### config.mk
export PLATFORM = sky130hd
export DESIGN_NAME = bcyc_monitor
export DESIGN_NICKNAME = d
export VERILOG_FILES = /design/src/rtl/bcyc_pkg.sv /design/src/rtl/bcyc_sync.sv /design/src/rtl/bcyc_decode.sv /design/src/rtl/bcyc_tracker.sv /design/src/rtl/bcyc_monitor.sv
export SDC_FILE = /design/constraint.sdc
export NUM_CORES = 1
export LEC_CHECK = 0
export BUFFER_PORTS_ARGS = -buffer_cell sky130_fd_sc_hd__buf_2
export CAP_MARGIN = 25
export CORE_MARGIN = 2
export CORE_UTILIZATION = 45
export CTS_BUF_LIST = sky130_fd_sc_hd__clkbuf_16
export DETAILED_ROUTE_END_ITERATION = 12
export PLACE_DENSITY_LB_ADDON = 0.15
export SLEW_MARGIN = 20
export SYNTH_ARGS = -nofsm -noshare
export SYNTH_HDL_FRONTEND = slang
export SYNTH_SLANG_ARGS = --single-unit
### constraint.sdc
create_clock -name clk -period 4 [get_ports clk]
set_input_delay 0.4 -clock clk [delete_from_list [all_inputs] [get_ports clk]]
set_output_delay 0.4 -clock clk [all_outputs]
set_load 0.01 [all_outputs]
### src/rtl/bcyc_pkg.sv
package bcyc_pkg;

   typedef enum logic [2:0] {
      K_NONE   = 3'd0,
      K_MEMRD  = 3'd1,
      K_MEMWR  = 3'd2,
      K_IORD   = 3'd3,
      K_IOWR   = 3'd4,
      K_FETCH  = 3'd5,
      K_INTACK = 3'd6
   } kind_e;

   localparam int CTL_W = 5;

   typedef struct packed {
      logic iorq_n;
      logic mreq_n;
      logic wr_n;
      logic rd_n;
      logic m1_n;
   } ctl_s;

   localparam ctl_s CTL_IDLE = '{iorq_n: 1'b1, mreq_n: 1'b1, wr_n: 1'b1, rd_n: 1'b1, m1_n: 1'b1};

endpackage

### src/rtl/bcyc_sync.sv
module bcyc_sync #(
   parameter int              W       = 8,
   parameter int              STAGES  = 2,
   parameter logic [W-1:0]    RST_VAL = '0
) (
   input  logic         clk,
   input  logic         rst,
   input  logic [W-1:0] d,
   output logic [W-1:0] q
);
   if (STAGES < 2) begin : g_bad_stages
      $error("bcyc_sync: STAGES must be at least 2");
   end
   if (W < 1) begin : g_bad_width
      $error("bcyc_sync: W must be at least 1");
   end

   logic [W-1:0] stg [STAGES];

   for (genvar i = 0; i < STAGES; i++) begin : g_stage
      if (i == 0) begin : g_first
         always_ff @(posedge clk) begin
            if (rst) stg[0] <= RST_VAL;
            else     stg[0] <= d;
         end
      end else begin : g_next
         always_ff @(posedge clk) begin
            if (rst) stg[i] <= RST_VAL;
            else     stg[i] <= stg[i-1];
         end
      end
   end

   assign q = stg[STAGES-1];
endmodule

### src/rtl/bcyc_decode.sv
module bcyc_decode
   import bcyc_pkg::*;
(
   input  logic  clk,
   input  logic  rst,
   input  ctl_s  ctl,
   output kind_e kind
);
   always_comb begin
      kind = K_NONE;
      if (!ctl.mreq_n) begin
         if (!ctl.rd_n)      kind = ctl.m1_n ? K_MEMRD : K_FETCH;
         else if (!ctl.wr_n) kind = K_MEMWR;
      end else if (!ctl.iorq_n) begin
         if (!ctl.m1_n)      kind = K_INTACK;
         else if (!ctl.rd_n) kind = K_IORD;
         else if (!ctl.wr_n) kind = K_IOWR;
      end
   end

   // with memory request low, the result is a memory kind or none
   p_mem_priority_r3: assert property (@(posedge clk) disable iff (rst)
      !ctl.mreq_n |-> (kind inside {K_NONE, K_MEMRD, K_MEMWR, K_FETCH}));

   // I/O kinds only appear with memory request high and I/O request low
   p_io_gate_r4: assert property (@(posedge clk) disable iff (rst)
      (kind inside {K_IORD, K_IOWR, K_INTACK}) |-> (ctl.mreq_n && !ctl.iorq_n));
endmodule

### src/rtl/bcyc_tracker.sv
module bcyc_tracker
   import bcyc_pkg::*;
#(
   parameter int ADDR_W = 16,
   parameter int DATA_W = 8
) (
   input  logic              clk,
   input  logic              rst,
   input  kind_e             now_kind,
   input  logic [ADDR_W-1:0] s_addr,
   input  logic [DATA_W-1:0] s_data,
   output kind_e             prev_kind,
   output logic              beg_p,
   output logic              end_p,
   output logic              ill_p,
   output kind_e             end_kind,
   output logic [ADDR_W-1:0] addr_q,
   output logic [DATA_W-1:0] data_q
);
   logic opening, closing, clash;

   assign opening = (prev_kind == K_NONE) && (now_kind != K_NONE);
   assign closing = (prev_kind != K_NONE) && (now_kind == K_NONE);
   assign clash   = (prev_kind != K_NONE) && (now_kind != K_NONE) && (now_kind != prev_kind);

   always_ff @(posedge clk) begin
      if (rst) begin
         prev_kind <= K_NONE;
         beg_p     <= 1'b0;
         end_p     <= 1'b0;
         ill_p     <= 1'b0;
         end_kind  <= K_NONE;
         addr_q    <= '0;
         data_q    <= '0;
      end else begin
         prev_kind <= now_kind;
         beg_p     <= opening;
         end_p     <= closing;
         ill_p     <= clash;
         if (closing) end_kind <= prev_kind;
         if (clash) begin
            addr_q <= '0;
            data_q <= '0;
         end else begin
            if (opening)             addr_q <= s_addr;
            if (now_kind != K_NONE)  data_q <= s_data;
         end
      end
   end

   // a begin pulse follows an idle sample and shows an active kind
   p_begin_edge_r5: assert property (@(posedge clk) disable iff (rst)
      beg_p |-> ($past(prev_kind) == K_NONE && prev_kind != K_NONE));

   // the captured address moves only on begin or on a discard
   p_addr_hold_r5: assert property (@(posedge clk) disable iff (rst)
      (!beg_p && !ill_p) |-> $stable(addr_q));

   // data is held while no cycle is active
   p_data_idle_r6: assert property (@(posedge clk) disable iff (rst)
      (prev_kind == K_NONE) |-> $stable(data_q));

   // an illegal transition leaves the captures cleared
   p_clash_clear_r7: assert property (@(posedge clk) disable iff (rst)
      ill_p |-> (addr_q == '0 && data_q == '0));

   // an end pulse reports the kind that was active one sample earlier
   p_end_kind_r8: assert property (@(posedge clk) disable iff (rst)
      end_p |-> (prev_kind == K_NONE && end_kind != K_NONE && end_kind == $past(prev_kind)));

   // the three event pulses never coincide
   p_pulse_excl_r9: assert property (@(posedge clk) disable iff (rst)
      $onehot0({beg_p, end_p, ill_p}));
endmodule

### src/rtl/bcyc_monitor.sv
module bcyc_monitor
   import bcyc_pkg::*;
#(
   parameter int ADDR_W      = 16,
   parameter int DATA_W      = 8,
   parameter int SYNC_STAGES = 2
) (
   input  logic              clk,
   input  logic              rst,
   input  logic              bus_m1_n,
   input  logic              bus_rd_n,
   input  logic              bus_wr_n,
   input  logic              bus_mreq_n,
   input  logic              bus_iorq_n,
   input  logic [ADDR_W-1:0] bus_addr,
   input  logic [DATA_W-1:0] bus_data,
   output logic [2:0]        live_kind,
   output logic              cyc_begin,
   output logic              cyc_end,
   output logic              cyc_illegal,
   output logic [2:0]        end_kind,
   output logic [ADDR_W-1:0] cap_addr,
   output logic [DATA_W-1:0] cap_data
);
   localparam int BUS_W = CTL_W + ADDR_W + DATA_W;
   localparam logic [BUS_W-1:0] BUS_IDLE = {CTL_IDLE, {(ADDR_W+DATA_W){1'b0}}};

   if (ADDR_W < 1 || DATA_W < 1) begin : g_bad_width
      $error("bcyc_monitor: ADDR_W and DATA_W must be positive");
   end

   logic [BUS_W-1:0]  raw_bus, s_bus;
   ctl_s              s_ctl;
   logic [ADDR_W-1:0] s_addr;
   logic [DATA_W-1:0] s_data;
   kind_e             now_kind, prev_kind, end_k;

   assign raw_bus = {bus_iorq_n, bus_mreq_n, bus_wr_n, bus_rd_n, bus_m1_n, bus_addr, bus_data};

   bcyc_sync #(.W(BUS_W), .STAGES(SYNC_STAGES), .RST_VAL(BUS_IDLE)) u_sync (
      .clk(clk), .rst(rst), .d(raw_bus), .q(s_bus)
   );

   assign s_ctl  = ctl_s'(s_bus[BUS_W-1 -: CTL_W]);
   assign s_addr = s_bus[DATA_W +: ADDR_W];
   assign s_data = s_bus[DATA_W-1:0];

   bcyc_decode u_dec (
      .clk(clk), .rst(rst), .ctl(s_ctl), .kind(now_kind)
   );

   bcyc_tracker #(.ADDR_W(ADDR_W), .DATA_W(DATA_W)) u_trk (
      .clk(clk), .rst(rst), .now_kind(now_kind), .s_addr(s_addr), .s_data(s_data),
      .prev_kind(prev_kind), .beg_p(cyc_begin), .end_p(cyc_end), .ill_p(cyc_illegal),
      .end_kind(end_k), .addr_q(cap_addr), .data_q(cap_data)
   );

   assign live_kind = prev_kind;
   assign end_kind  = end_k;
endmodule

==> flow_summary.rst, run 1 <==
.. list-table::
   :header-rows: 1

   * - Metric
     - Value
   * - # rows
     - 29
   * - Fraction of the cycle the final worst path needs
     - around 55%
   * - Power density relative to cell area
     - 517.3 mW/mm^2
   * - Number of fillers in the final layout
     - roughly 560
   * - Maximum number of pins on one net before global-route repair
     - 48
   * - Root Driver
     - sky130_fd_sc_hd__clkbuf_16
   * - Worst endpoint required time
     - ~4.2 ns
   * - Setup slack on the worst flop-to-flop path
     - approximately 1.8 ns
   * - Type of destination of the critical path
     - register
   * - # diodes
     - 0
   * - Relative slew margins
     - 49.28%
   * - Instance count of the mapped netlist
     - between 200 and 250
   * - Vias
     - roughly 1800
   * - Die H
     - between 80 and 90 um
   * - Global-route wire length before repair
     - about 7700 um
   * - Switching Share
     - a little over 20%
   * - Unrepaired setup endpoints after global routing
     - false
   * - Final sum of negative setup slack
     - 0 ns
   * - Arrival @ worst endpoint
     - between 2 and 2.5 ns
   * - Static Leakage
     - between 1.5 and 2 nW
   * - Critical R2R Capture
     - u_trk.addr_q[0]
   * - Total standard cell area after synthesis
     - approximately 0.0029 mm^2
   * - Yosys reg bits
     - 91
   * - Share of flip-flops with an asynchronous set or reset after synthesis
     - 0%
   * - Core area
     - approximately 0.0062 mm^2
   * - Total gr overflow
     - 0
   * - Initial antenna violation count
     - 0
   * - Sequential-to-total area share from yosys stat
     - 63.47%
   * - Worst slack at placement
     - approximately 1.8 ns
   * - Cell accounting for the most synthesized area
     - sky130_fd_sc_hd__dfxtp_1
   * - Drt drc
     - 0
   * - Total number of nets in the final design
     - ~340
   * - Launch point of the critical path
     - u_sync.stg[1][24]
   * - Post-synthesis cell type count
     - 27
   * - Number of buffers added by the clock tree synthesis step
     - 9
   * - Initial standard-cell utilization of the core
     - between 40% and 50%
   * - Number of endpoints failing setup at the final stage
     - 0
   * - Startpoint of the worst register-to-register path
     - u_sync.stg[1][24]
   * - Final HPWL DP
     - 3042 um
   * - CP endpoint
     - u_trk.addr_q[0]
   * - Switching pwr
     - between 300 and 400 uW
   * - Comb power frac
     - slightly above 4%
   * - CTS tree
     - built
   * - Reg2reg path depth
     - 6
   * - Post-route minimum period
     - ~2.2 ns
   * - Synth Net Count
     - 280
   * - Fraction of final layout cells sized beyond drive strength 1
     - 29.84%
   * - Area fraction of the dominant cell type after synthesis
     - 63.47%
   * - Count of pins over their slew limit
     - 0
   * - # IOs
     - 64
   * - Remaining antenna violation count
     - 0
   * - Clock network fraction of design power
     - 43.8%
   * - Part of the power in registers
     - a little over half
   * - Most frequent cells in the layout
     - sky130_fd_sc_hd__dfxtp_1 (91), sky130_fd_sc_hd__buf_2 (63), sky130_fd_sc_hd__nor2b_1 (49)
   * - Number of clock sinks seen by CTS
     - 91
   * - Deepest clock path buffer count
     - 2
   * - Die area
     - around 0.0070 mm^2
   * - DR WL/cell
     - approximately 12 um
   * - Synthesized area divided by synthesized cell count
     - about 12 um^2
   * - Max H-tree Level
     - 3
   * - Vias in the first global route
     - around 1700
   * - Count of input and output buffers
     - 63
   * - Clock Latency Late Sink
     - 0.33 ns
   * - Worst vdd rail ir drop
     - approximately 0.26 mV
   * - Final setup skew
     - between 0.004 and 0.005 ns
   * - Violation count after the first detailed-route iteration
     - between 40 and 50
   * - Mean number of vias per cell
     - 4.635
   * - Number of enable-type register cells in the synthesized netlist
     - 0
   * - Routed WL
     - roughly 4600 um
   * - Commonest non-fill, non-tap cell in the layout
     - sky130_fd_sc_hd__dfxtp_1
   * - Ys flop type
     - sky130_fd_sc_hd__dfxtp_1
   * - Highest Clock Rate
     - between 0.4 and 0.5 GHz
   * - Worst Tran Pin Value
     - approximately 0.76 ns
   * - Final worst slack
     - between 1.5 and 2 ns
   * - Resized cells post-CTS
     - 0
   * - Result of the run
     - completed
   * - Post CTS Setup Buffer Count
     - 0
   * - GR Util All Layers
     - around 14%
   * - Count of final hold-check violations
     - 0
   * - Largest cells by area after synthesis
     - sky130_fd_sc_hd__dfxtp_1 (63%), sky130_fd_sc_hd__nor2b_1 (11%), sky130_fd_sc_hd__mux2i_1 (8.4%), sky130_fd_sc_hd__nor3_1 (4.7%), sky130_fd_sc_hd__or2_2 (2.6%)
   * - Clock slew at the register clock pins of the worst setup and hold paths
     - about 0.060 ns
   * - Largest fanout on the critical path
     - 19
   * - Area Growth Syn to Fin
     - 22.36%
   * - Number of synthesis warnings
     - 0
   * - Placer's final routability congestion estimate
     - 0.7426
   * - Worst Path Class, Setup
     - reg2reg
   * - Horizontal extent of the die
     - 83.87 um
   * - Critical path launch point type
     - register
   * - Hold-fix buffers, CTS
     - 0
   * - First-pass iteration count of the detailed router
     - 4
   * - Internal cell power
     - approximately 1.5 mW
   * - Count of maximum capacitance violations
     - 0
   * - Hold/Removal Path Class
     - in2reg
-- synthesized netlist by cell type (2+ instances only) --
| cell type | instances |
|---|---|
| sky130_fd_sc_hd__nor2_1 | 7 |
| sky130_fd_sc_hd__a22oi_1 | 3 |
| sky130_fd_sc_hd__buf_6 | 2 |
| sky130_fd_sc_hd__a21oi_1 | 2 |
| sky130_fd_sc_hd__buf_2 | 2 |
| sky130_fd_sc_hd__or2b_1 | 2 |
| sky130_fd_sc_hd__nor3_1 | 27 |
| sky130_fd_sc_hd__nor2b_1 | 49 |
| sky130_fd_sc_hd__dfxtp_1 | 91 |
| sky130_fd_sc_hd__or2_2 | 12 |
| sky130_fd_sc_hd__mux2i_1 | 24 |
| sky130_fd_sc_hd__clkbuf_1 | 11 |
| sky130_fd_sc_hd__nand2b_1 | 3 |
-- worst max-delay path: stages (launching register included) --
cell and delay [ns]:
sky130_fd_sc_hd__dfxtp_1 0.35, sky130_fd_sc_hd__nand2b_1 0.15, sky130_fd_sc_hd__a32o_1 0.50, sky130_fd_sc_hd__or2_2 0.39, sky130_fd_sc_hd__a31oi_2 0.28, sky130_fd_sc_hd__buf_4 0.31
sky130_fd_sc_hd__nor3_1 0.08
-- kinds of logic after synthesis --
logic type      after synthesis  share of synthesized area [%]
mux                          24                          8.370
flops                        91                          63.47
simple gates                104                          21.23
buf+inv                      17                          3.225
xor+xnor                      2                         0.6104
compound gates               11                          3.095
-- power by group through the flow --
stage                     sequential (mW)  combinational, mW  clock, mW
after global routing                0.949             0.0831      0.858
after CTS                           0.947             0.0759      0.818
after detailed placement            0.967             0.0757          0
final                               0.946             0.0742      0.796
after global placement              0.966             0.0725          0
after floorplan                     0.966             0.0513          0
-- registers in the layout, indices dropped and copies added (netlist names) --
| register | flops |
|---|---|
| u_sync.stg | 58 |
| u_trk.addr_q | 16 |
| u_trk.data_q | 8 |
| u_trk.end_kind | 3 |
| u_trk.prev_kind | 3 |
| u_trk.beg_p | 1 |
| u_trk.end_p | 1 |
| u_trk.ill_p | 1 |
-- worst min path at each step --
stage / endpoint / depth (start not counted) / startpoint / slack [ns]
global route: u_sync.stg[0][28] / 2 / bus_iorq_n / 0.24
global placement: u_sync.stg[1][28] / 1 / u_sync.stg[0][28] / 0.40
floorplan: u_sync.stg[1][24] / 1 / u_sync.stg[0][24] / 0.39
detailed placement: u_sync.stg[1][26] / 1 / u_sync.stg[0][26] / 0.40
finish: u_sync.stg[0][28] / 2 / bus_iorq_n / 0.25
CTS: u_sync.stg[0][28] / 2 / bus_iorq_n / 0.24
-- metal layers --
metal	share of wire [%]	GRT usage, %	vias to the layer above
met5	0	0	-
met4	2.1	7.625	0
met3	6.2	6.429	9
met2	45	20.51	42
li1	-	-	946
met1	47	17.59	820
-- through the flow --
stage                     power [mW]  std cells  hold slack (ns)  instance area, um^2  util, %
after floorplan                1.017        249           0.3895                 2870        -
after global placement         1.039        375           0.3972                 3208    51.40
after detailed placement       1.042        376           0.3987                 3228    51.72
after CTS                      1.840        392           0.2373                 3512    56.28
after global routing           1.890        392           0.2357                 3512    56.28
final                          1.817        392           0.2452                 3512    56.28
-- layout make-up --
| cell class | count | area, um^2 | share of cell area [%] |
|---|---|---|---|
| Clock buffer | 9 | 225.2 | 6.413 |
| Clock inverter | 7 | 58.81 | 1.674 |
| Timing Repair Buffer | 66 | 350.3 | 9.975 |
| Tap cell | 77 | 96.34 | 2.743 |
| Sequential cell | 91 | 1822 | 51.87 |
| Multi-Input combinational cell | 141 | 955.9 | 27.22 |
| Inverter | 1 | 3.754 | 0.1069 |
(Power assumes the default switching activity.)
==> run 2, diff against run 1 <==
==> constraint.sdc (replaced) <==
create_clock -name clk -period 1.9 [get_ports clk]
set_input_delay 0.19 -clock clk [delete_from_list [all_inputs] [get_ports clk]]
set_output_delay 0.19 -clock clk [all_outputs]
set_load 0.01 [all_outputs]
==> run 2 against run 1 <==
Clock skew about the same. Maximum frequency up 25%. Combinational power up 120%. Critical path depth down 1. Register-to-register slack worse by 1.7 ns. Cell count up 1.3%. Sequential cell count unchanged. Via count up 0.77%. Cell area up 2.1%.
==> flow_summary.rst, run 2 (synthesis gave the netlist of run 1 again) <==
.. list-table::
   :header-rows: 1

   * - Metric
     - Value
   * - Placer's final routability congestion estimate
     - roughly 0.77
   * - Die area
     - 0.007033 mm^2
   * - Count of final hold-check violations
     - 0
   * - Worst hold margin
     - between 0.04 and 0.05 ns
   * - Multi-input gate area
     - a little under 0.001 mm^2
   * - Static Leakage
     - between 1.5 and 2 nW
   * - Post-layout total power
     - 3.959 mW
   * - Seq. cell area
     - between 0.0015 and 0.002 mm^2
   * - Critical R2R Capture
     - u_trk.addr_q[14]
   * - Vias
     - approximately 1800
   * - Hold/Removal Path Class
     - in2reg
   * - Result of the run
     - completed
   * - Worst Path Class, Setup
     - reg2reg
   * - Highest Clock Rate
     - about 0.57 GHz
   * - Hold-fix buffers, CTS
     - 0
   * - Die H
     - 83.87 um
   * - Largest fanout on the critical path
     - 17
   * - Number of endpoints failing setup at the final stage
     - 0
   * - GR Util All Layers
     - a little over an eighth
   * - Setup slack on the worst flop-to-flop path
     - about 0.14 ns
   * - Hold path endpoint
     - u_sync.stg[0][25]
   * - Total gr overflow
     - 0
   * - Max H-tree Level
     - 3
   * - Unrepaired setup endpoints after global routing
     - false
   * - Worst slack at placement
     - around 0.14 ns
   * - Maximum number of pins on one net before global-route repair
     - between 40 and 50
   * - Root Driver
     - sky130_fd_sc_hd__clkbuf_16
   * - Vias in the first global route
     - 1702
   * - Worst vdd rail ir drop
     - roughly 0.80 mV
   * - Final HPWL DP
     - ~2900 um
   * - Non-filler cells, final
     - 397
   * - Remaining antenna violation count
     - 0
   * - Worst endpoint required time
     - about 2.1 ns
   * - DR WL/cell
     - 11.55 um
   * - Number of clock sinks seen by CTS
     - 91
   * - Critical path launch point type
     - register
   * - Count of input and output buffers
     - 63
   * - Clock slew at the register clock pins of the worst setup and hold paths
     - around 0.06 ns
   * - Arrival @ worst endpoint
     - slightly below 2 ns
   * - Most frequent cells in the layout
     - sky130_fd_sc_hd__dfxtp_1 (90), sky130_fd_sc_hd__buf_2 (63), sky130_fd_sc_hd__nor2b_1 (49)
   * - Number of buffers added by the clock tree synthesis step
     - 9
   * - Commonest non-fill, non-tap cell in the layout
     - sky130_fd_sc_hd__dfxtp_1
   * - # diodes
     - 0
   * - First-pass iteration count of the detailed router
     - 4
   * - Deepest clock path buffer count
     - 2
   * - # rows
     - 29
   * - Initial antenna violation count
     - 0
   * - WHS Path Cells
     - 2
   * - Power density relative to cell area
     - ~1100 mW/mm^2
   * - Post CTS Setup Buffer Count
     - 0
   * - Fin area
     - 0.003587 mm^2
   * - Worst Tran Pin Value
     - 0.4662 ns
   * - Number of fillers in the final layout
     - 570
   * - Area Growth Syn to Fin
     - 24.98%
   * - Total number of nets in the final design
     - roughly 350
   * - Type of destination of the critical path
     - register
   * - Global-route wire length before repair
     - 7555 um
   * - Reg2reg path depth
     - 5
   * - Instance area after placement
     - around 0.0033 mm^2
   * - Post-route minimum period
     - between 1.5 and 2 ns
   * - Count of pins over their slew limit
     - 0
   * - Biggest register
     - u_sync.stg
   * - CTS tree
     - built
   * - Initial standard-cell utilization of the core
     - between 40% and 50%
   * - Mean number of vias per cell
     - 4.612
   * - Routed WL
     - 4587 um
   * - Regs by FF count
     - u_sync.stg x58, u_trk.addr_q x16, u_trk.data_q x8
   * - Core area
     - between 0.006 and 0.007 mm^2
   * - Number of flip-flops in the largest register
     - 58
   * - Final sum of negative setup slack
     - 0 ns
   * - Hold Path Origin
     - bus_rd_n
   * - Final worst slack
     - 0.1380 ns
   * - Drt drc
     - 0
   * - # IOs
     - 64
   * - Relative slew margins
     - roughly 70%
   * - Utilization after layout
     - 57.48%
   * - Violation count after the first detailed-route iteration
     - 78
   * - Count of maximum capacitance violations
     - 0
   * - Horizontal extent of the die
     - 83.87 um
   * - Final setup skew
     - 0.004138 ns
   * - Fraction of final layout cells sized beyond drive strength 1
     - 31.56%
   * - Fraction of the cycle the final worst path needs
     - approximately 93%
   * - Startpoint of the worst register-to-register path
     - u_sync.stg[1][27]
   * - Number of cells after detailed placement
     - around 380
   * - Clock Latency Late Sink
     - about 0.32 ns
==> run 2: cell types whose count changed in the layout (fill, tap and decap cells not counted) <==
cell,change
sky130_fd_sc_hd__buf_4,+5
sky130_fd_sc_hd__clkinv_2,-2
sky130_fd_sc_hd__a21oi_1,-1
sky130_fd_sc_hd__a21oi_2,+1
sky130_fd_sc_hd__bufinv_16,+1
sky130_fd_sc_hd__clkinv_4,+1
sky130_fd_sc_hd__clkinvlp_4,-1
sky130_fd_sc_hd__dfxtp_1,-1
sky130_fd_sc_hd__dfxtp_2,+1
sky130_fd_sc_hd__inv_1,+1
sky130_fd_sc_hd__xor2_1,-1
sky130_fd_sc_hd__xor2_2,+1
==> run 2: cell type report <==
cell class                 instances  area share, %
clock inverter                     7          2.337
inverter                           1         0.1046
clock buffer                       9          6.278
timing repair buffer              71          10.81
multi-input combinational        141          26.96
sequential                        91          50.82
tap                               77          2.686
==> run 2: where the power goes <==
part,internal (mW),switching (mW)
registers,1.97,0.0184
logic,0.0868,0.0746
clock network,1.14,0.671
==> run 2: repair_timing <==
action,in CTS,in global routing
endpoints found under the hold margin,0,0
setup endpoints to repair,0,4
resized for setup,0,3
==> run 2: routing by layer <==
| layer | track usage [%] | part of all wire (%) | up-vias |
|---|---|---|---|
| met5 | 0 | 0 | - |
| met4 | 8.065 | 1.8 | 0 |
| met3 | 3.660 | 4.2 | 6 |
| met2 | 20.87 | 47 | 40 |
| met1 | 17.30 | 46 | 831 |
| li1 | - | - | 954 |
==> run 2: worst max-delay path by stage <==
stage / startpoint / endpoint / depth (start not counted)
finish: u_sync.stg[1][27] / u_trk.addr_q[14] / 5
global route: u_sync.stg[1][27] / u_trk.addr_q[3] / 5
CTS: u_sync.stg[1][27] / u_trk.addr_q[3] / 5
detailed placement: u_sync.stg[1][27] / u_trk.addr_q[2] / 5
global placement: u_sync.stg[1][27] / u_trk.addr_q[9] / 5
floorplan: u_sync.stg[1][24] / u_trk.addr_q[0] / 8
==> run 2: critical path: stages, from the launching register on <==
cell and delay (ns):
sky130_fd_sc_hd__dfxtp_2 0.38, sky130_fd_sc_hd__nand2b_1 0.07, sky130_fd_sc_hd__a32o_1 0.28, sky130_fd_sc_hd__or4_4 0.59
sky130_fd_sc_hd__mux2i_1 0.17, sky130_fd_sc_hd__nor3_1 0.17
==> run 3, diff against run 2 <==
--- a/config.mk
+++ b/config.mk
@@ -11,7 +11,8 @@
 export CORE_UTILIZATION = 45
 export CTS_BUF_LIST = sky130_fd_sc_hd__clkbuf_16
 export DETAILED_ROUTE_END_ITERATION = 12
-export PLACE_DENSITY_LB_ADDON = 0.15
+export GPL_ROUTABILITY_DRIVEN = 0
+export PLACE_DENSITY = 0.71
 export SLEW_MARGIN = 20
 export SYNTH_ARGS = -nofsm -noshare
 export SYNTH_HDL_FRONTEND = slang
==> run 3 against run 2 <==
The flow now finishes with violations (setup timing). Sequential share of layout area shrank 0.63 points. Cell count rose by 1.0%. Total power shrank 4.6%. Clock skew grew 0.0013 ns.
==> flow_summary.rst, run 3 (synthesis gave the netlist of run 1 again) <==
.. list-table::
   :header-rows: 1

   * - Metric
     - Value
   * - Largest fanout on the critical path
     - 7
   * - Result of the run
     - complete, but fails checks
   * - Violations in the final reports
     - setup timing
   * - Commonest non-fill, non-tap cell in the layout
     - sky130_fd_sc_hd__dfxtp_1
   * - Number of endpoints failing setup at the final stage
     - 1
   * - Deepest clock path buffer count
     - 2
   * - Unrepaired setup endpoints after global routing
     - true
   * - Cell Chain, Critical Path
     - nand2b_4 > a32o_2 > or4_4 > buf_12 > mux2i_1 > nor3_1
   * - Remaining antenna violation count
     - 0
   * - Number of buffers added by the clock tree synthesis step
     - 9
   * - Global-route met3 utilization
     - under 10%
   * - Worst hold margin
     - between 0.05 and 0.06 ns
   * - Root Driver
     - sky130_fd_sc_hd__clkbuf_16
   * - WHS Path Cells
     - 2
   * - Max H-tree Level
     - 3
   * - Most frequent cells in the layout
     - sky130_fd_sc_hd__dfxtp_1 (89), sky130_fd_sc_hd__buf_2 (63), sky130_fd_sc_hd__nor2b_1 (49)
   * - Worst Path Class, Setup
     - reg2reg
   * - Static Leakage
     - 1.716 nW
   * - DR WL/cell
     - 11.53 um
   * - Drt drc
     - 0
   * - Critical path launch point type
     - register
   * - Violation count after the first detailed-route iteration
     - 63
   * - Busiest layer in global routing
     - met2
   * - Routing usage on met2
     - 23.49%
   * - Fin area
     - around 0.0036 mm^2
   * - Count of maximum capacitance violations
     - 0
   * - Number of clock sinks seen by CTS
     - 91
   * - Type of destination of the critical path
     - register
   * - Worst path max stage delay
     - ~0.63 ns
   * - Area Growth Syn to Fin
     - 26.81%
   * - Non-filler cells, final
     - about 400
   * - Number of fillers in the final layout
     - ~530
   * - Worst endpoint required time
     - around 2.1 ns
   * - Post-route minimum period
     - 1.906 ns
   * - Number of flip-flops in the largest register
     - just under 60
   * - Core area
     - about 0.0062 mm^2
   * - Horizontal extent of the die
     - 83.87 um
   * - Final sum of negative setup slack
     - -0.005580 ns
   * - Hold-fix buffers, CTS
     - 0
   * - Fraction of final layout cells sized beyond drive strength 1
     - around a third
   * - Final HPWL DP
     - just over 3000 um
   * - Regs by FF count
     - u_sync.stg x58, u_trk.addr_q x16, u_trk.data_q x8
   * - Biggest register
     - u_sync.stg
   * - Total gr overflow
     - 0
   * - # IOs
     - 64
   * - Initial antenna violation count
     - 0
   * - Highest Clock Rate
     - ~0.52 GHz
   * - Hold/Removal Path Class
     - in2reg
   * - Maximum number of pins on one net before global-route repair
     - 36
   * - Clock slew at the register clock pins of the worst setup and hold paths
     - about 0.06 ns
   * - Worst vdd rail ir drop
     - ~0.59 mV
   * - CTS tree
     - built
   * - Final worst slack
     - -0.005580 ns
   * - Met1 Use GR
     - about 16%
   * - Initial standard-cell utilization of the core
     - between 40% and 50%
   * - # diodes
     - 0
   * - Relative slew margins
     - around 66%
   * - Global-route wire length before repair
     - approximately 7800 um
   * - Routed WL
     - around 4600 um
   * - Number of cells after detailed placement
     - 380
   * - Vias
     - about 1800
   * - # rows
     - 29
   * - Slowest library cell on the worst path
     - sky130_fd_sc_hd__or4_4
   * - Count of input and output buffers
     - 63
   * - Die H
     - 83.87 um
   * - Fraction of the cycle the final worst path needs
     - 100.3%
   * - Final setup skew
     - around 0.0054 ns
   * - Worst Tran Pin Value
     - 0.5048 ns
   * - GR Util All Layers
     - 13.87%
   * - Die area
     - 0.007033 mm^2
   * - Post-layout total power
     - between 3 and 4 mW
   * - Total number of nets in the final design
     - ~350
   * - Power density relative to cell area
     - ~1000 mW/mm^2
   * - Clock Latency Late Sink
     - 0.32 ns
   * - First-pass iteration count of the detailed router
     - 4
   * - Vias in the first global route
     - approximately 1700
   * - Count of final hold-check violations
     - 0
   * - Count of pins over their slew limit
     - 0
   * - Arrival @ worst endpoint
     - 2.14 ns
   * - Instance area after placement
     - roughly 0.0033 mm^2
   * - Mean number of vias per cell
     - between 4 and 5
   * - Reg2reg path depth
     - 6
## run 3: routing by layer
layer,vias to the layer above,part of all wire [%]
met1,828,45
met5,-,0
met2,47,50
met4,0,1.0
li1,965,-
met3,5,4.2
## run 3: layout make-up
| class | count | area (um^2) | area share (%) |
|---|---|---|---|
| sequential | 91 | 1827 | 50.19 |
| clock inverter | 5 | 47.55 | 1.306 |
| inverter | 1 | 3.754 | 0.1031 |
| timing repair buffer | 77 | 475.5 | 13.06 |
| multi-input combinational | 141 | 964.7 | 26.50 |
| tap | 77 | 96.34 | 2.647 |
| clock buffer | 9 | 225.2 | 6.188 |
## run 3: worst max-delay path: cells and delay by family, from the launching register on
kind / cells / cell delay [ns]
simple gates: 3 / 0.93
compound gates: 1 / 0.28
buf+inv: 1 / 0.18
mux: 1 / 0.11
flops: 1 / 0.32
## run 3: stage by stage
stage	util (%)	setup WS (ns)
after floorplan	-	0.04375
after global placement	52.41	0.1438
after detailed placement	52.41	0.07543
after CTS	56.78	0.01859
after global routing	58.32	-0.1159
final	58.32	-0.005580
## run 3: final timing paths
check	to	slack, ns	from
worst max-delay path	u_trk.addr_q[6]	-0.006	u_sync.stg[1][24]
worst min-delay path	u_sync.stg[0][24]	0.05	bus_m1_n
worst max register to register	u_trk.addr_q[6]	-0.006	u_sync.stg[1][24]
worst min register to register	u_sync.stg[1][28]	0.41	u_sync.stg[0][28]
## run 3: power breakdown
part / internal (mW) / switching [mW] / leakage [nW]
logic: 0.0999 / 0.0779 / 0.831
registers: 1.97 / 0.0188 / 0.746
clock network: 0.988 / 0.619 / 0.140
total: 3.06 / 0.715 / 1.72
## run 3: timing repair
item / 4_1_cts / 5_1_grt
endpoints found under the hold margin: 0 / 0
setup buffers: 0 / 6
gates resized for setup: 0 / 5
endpoints found under the setup margin: 0 / 15
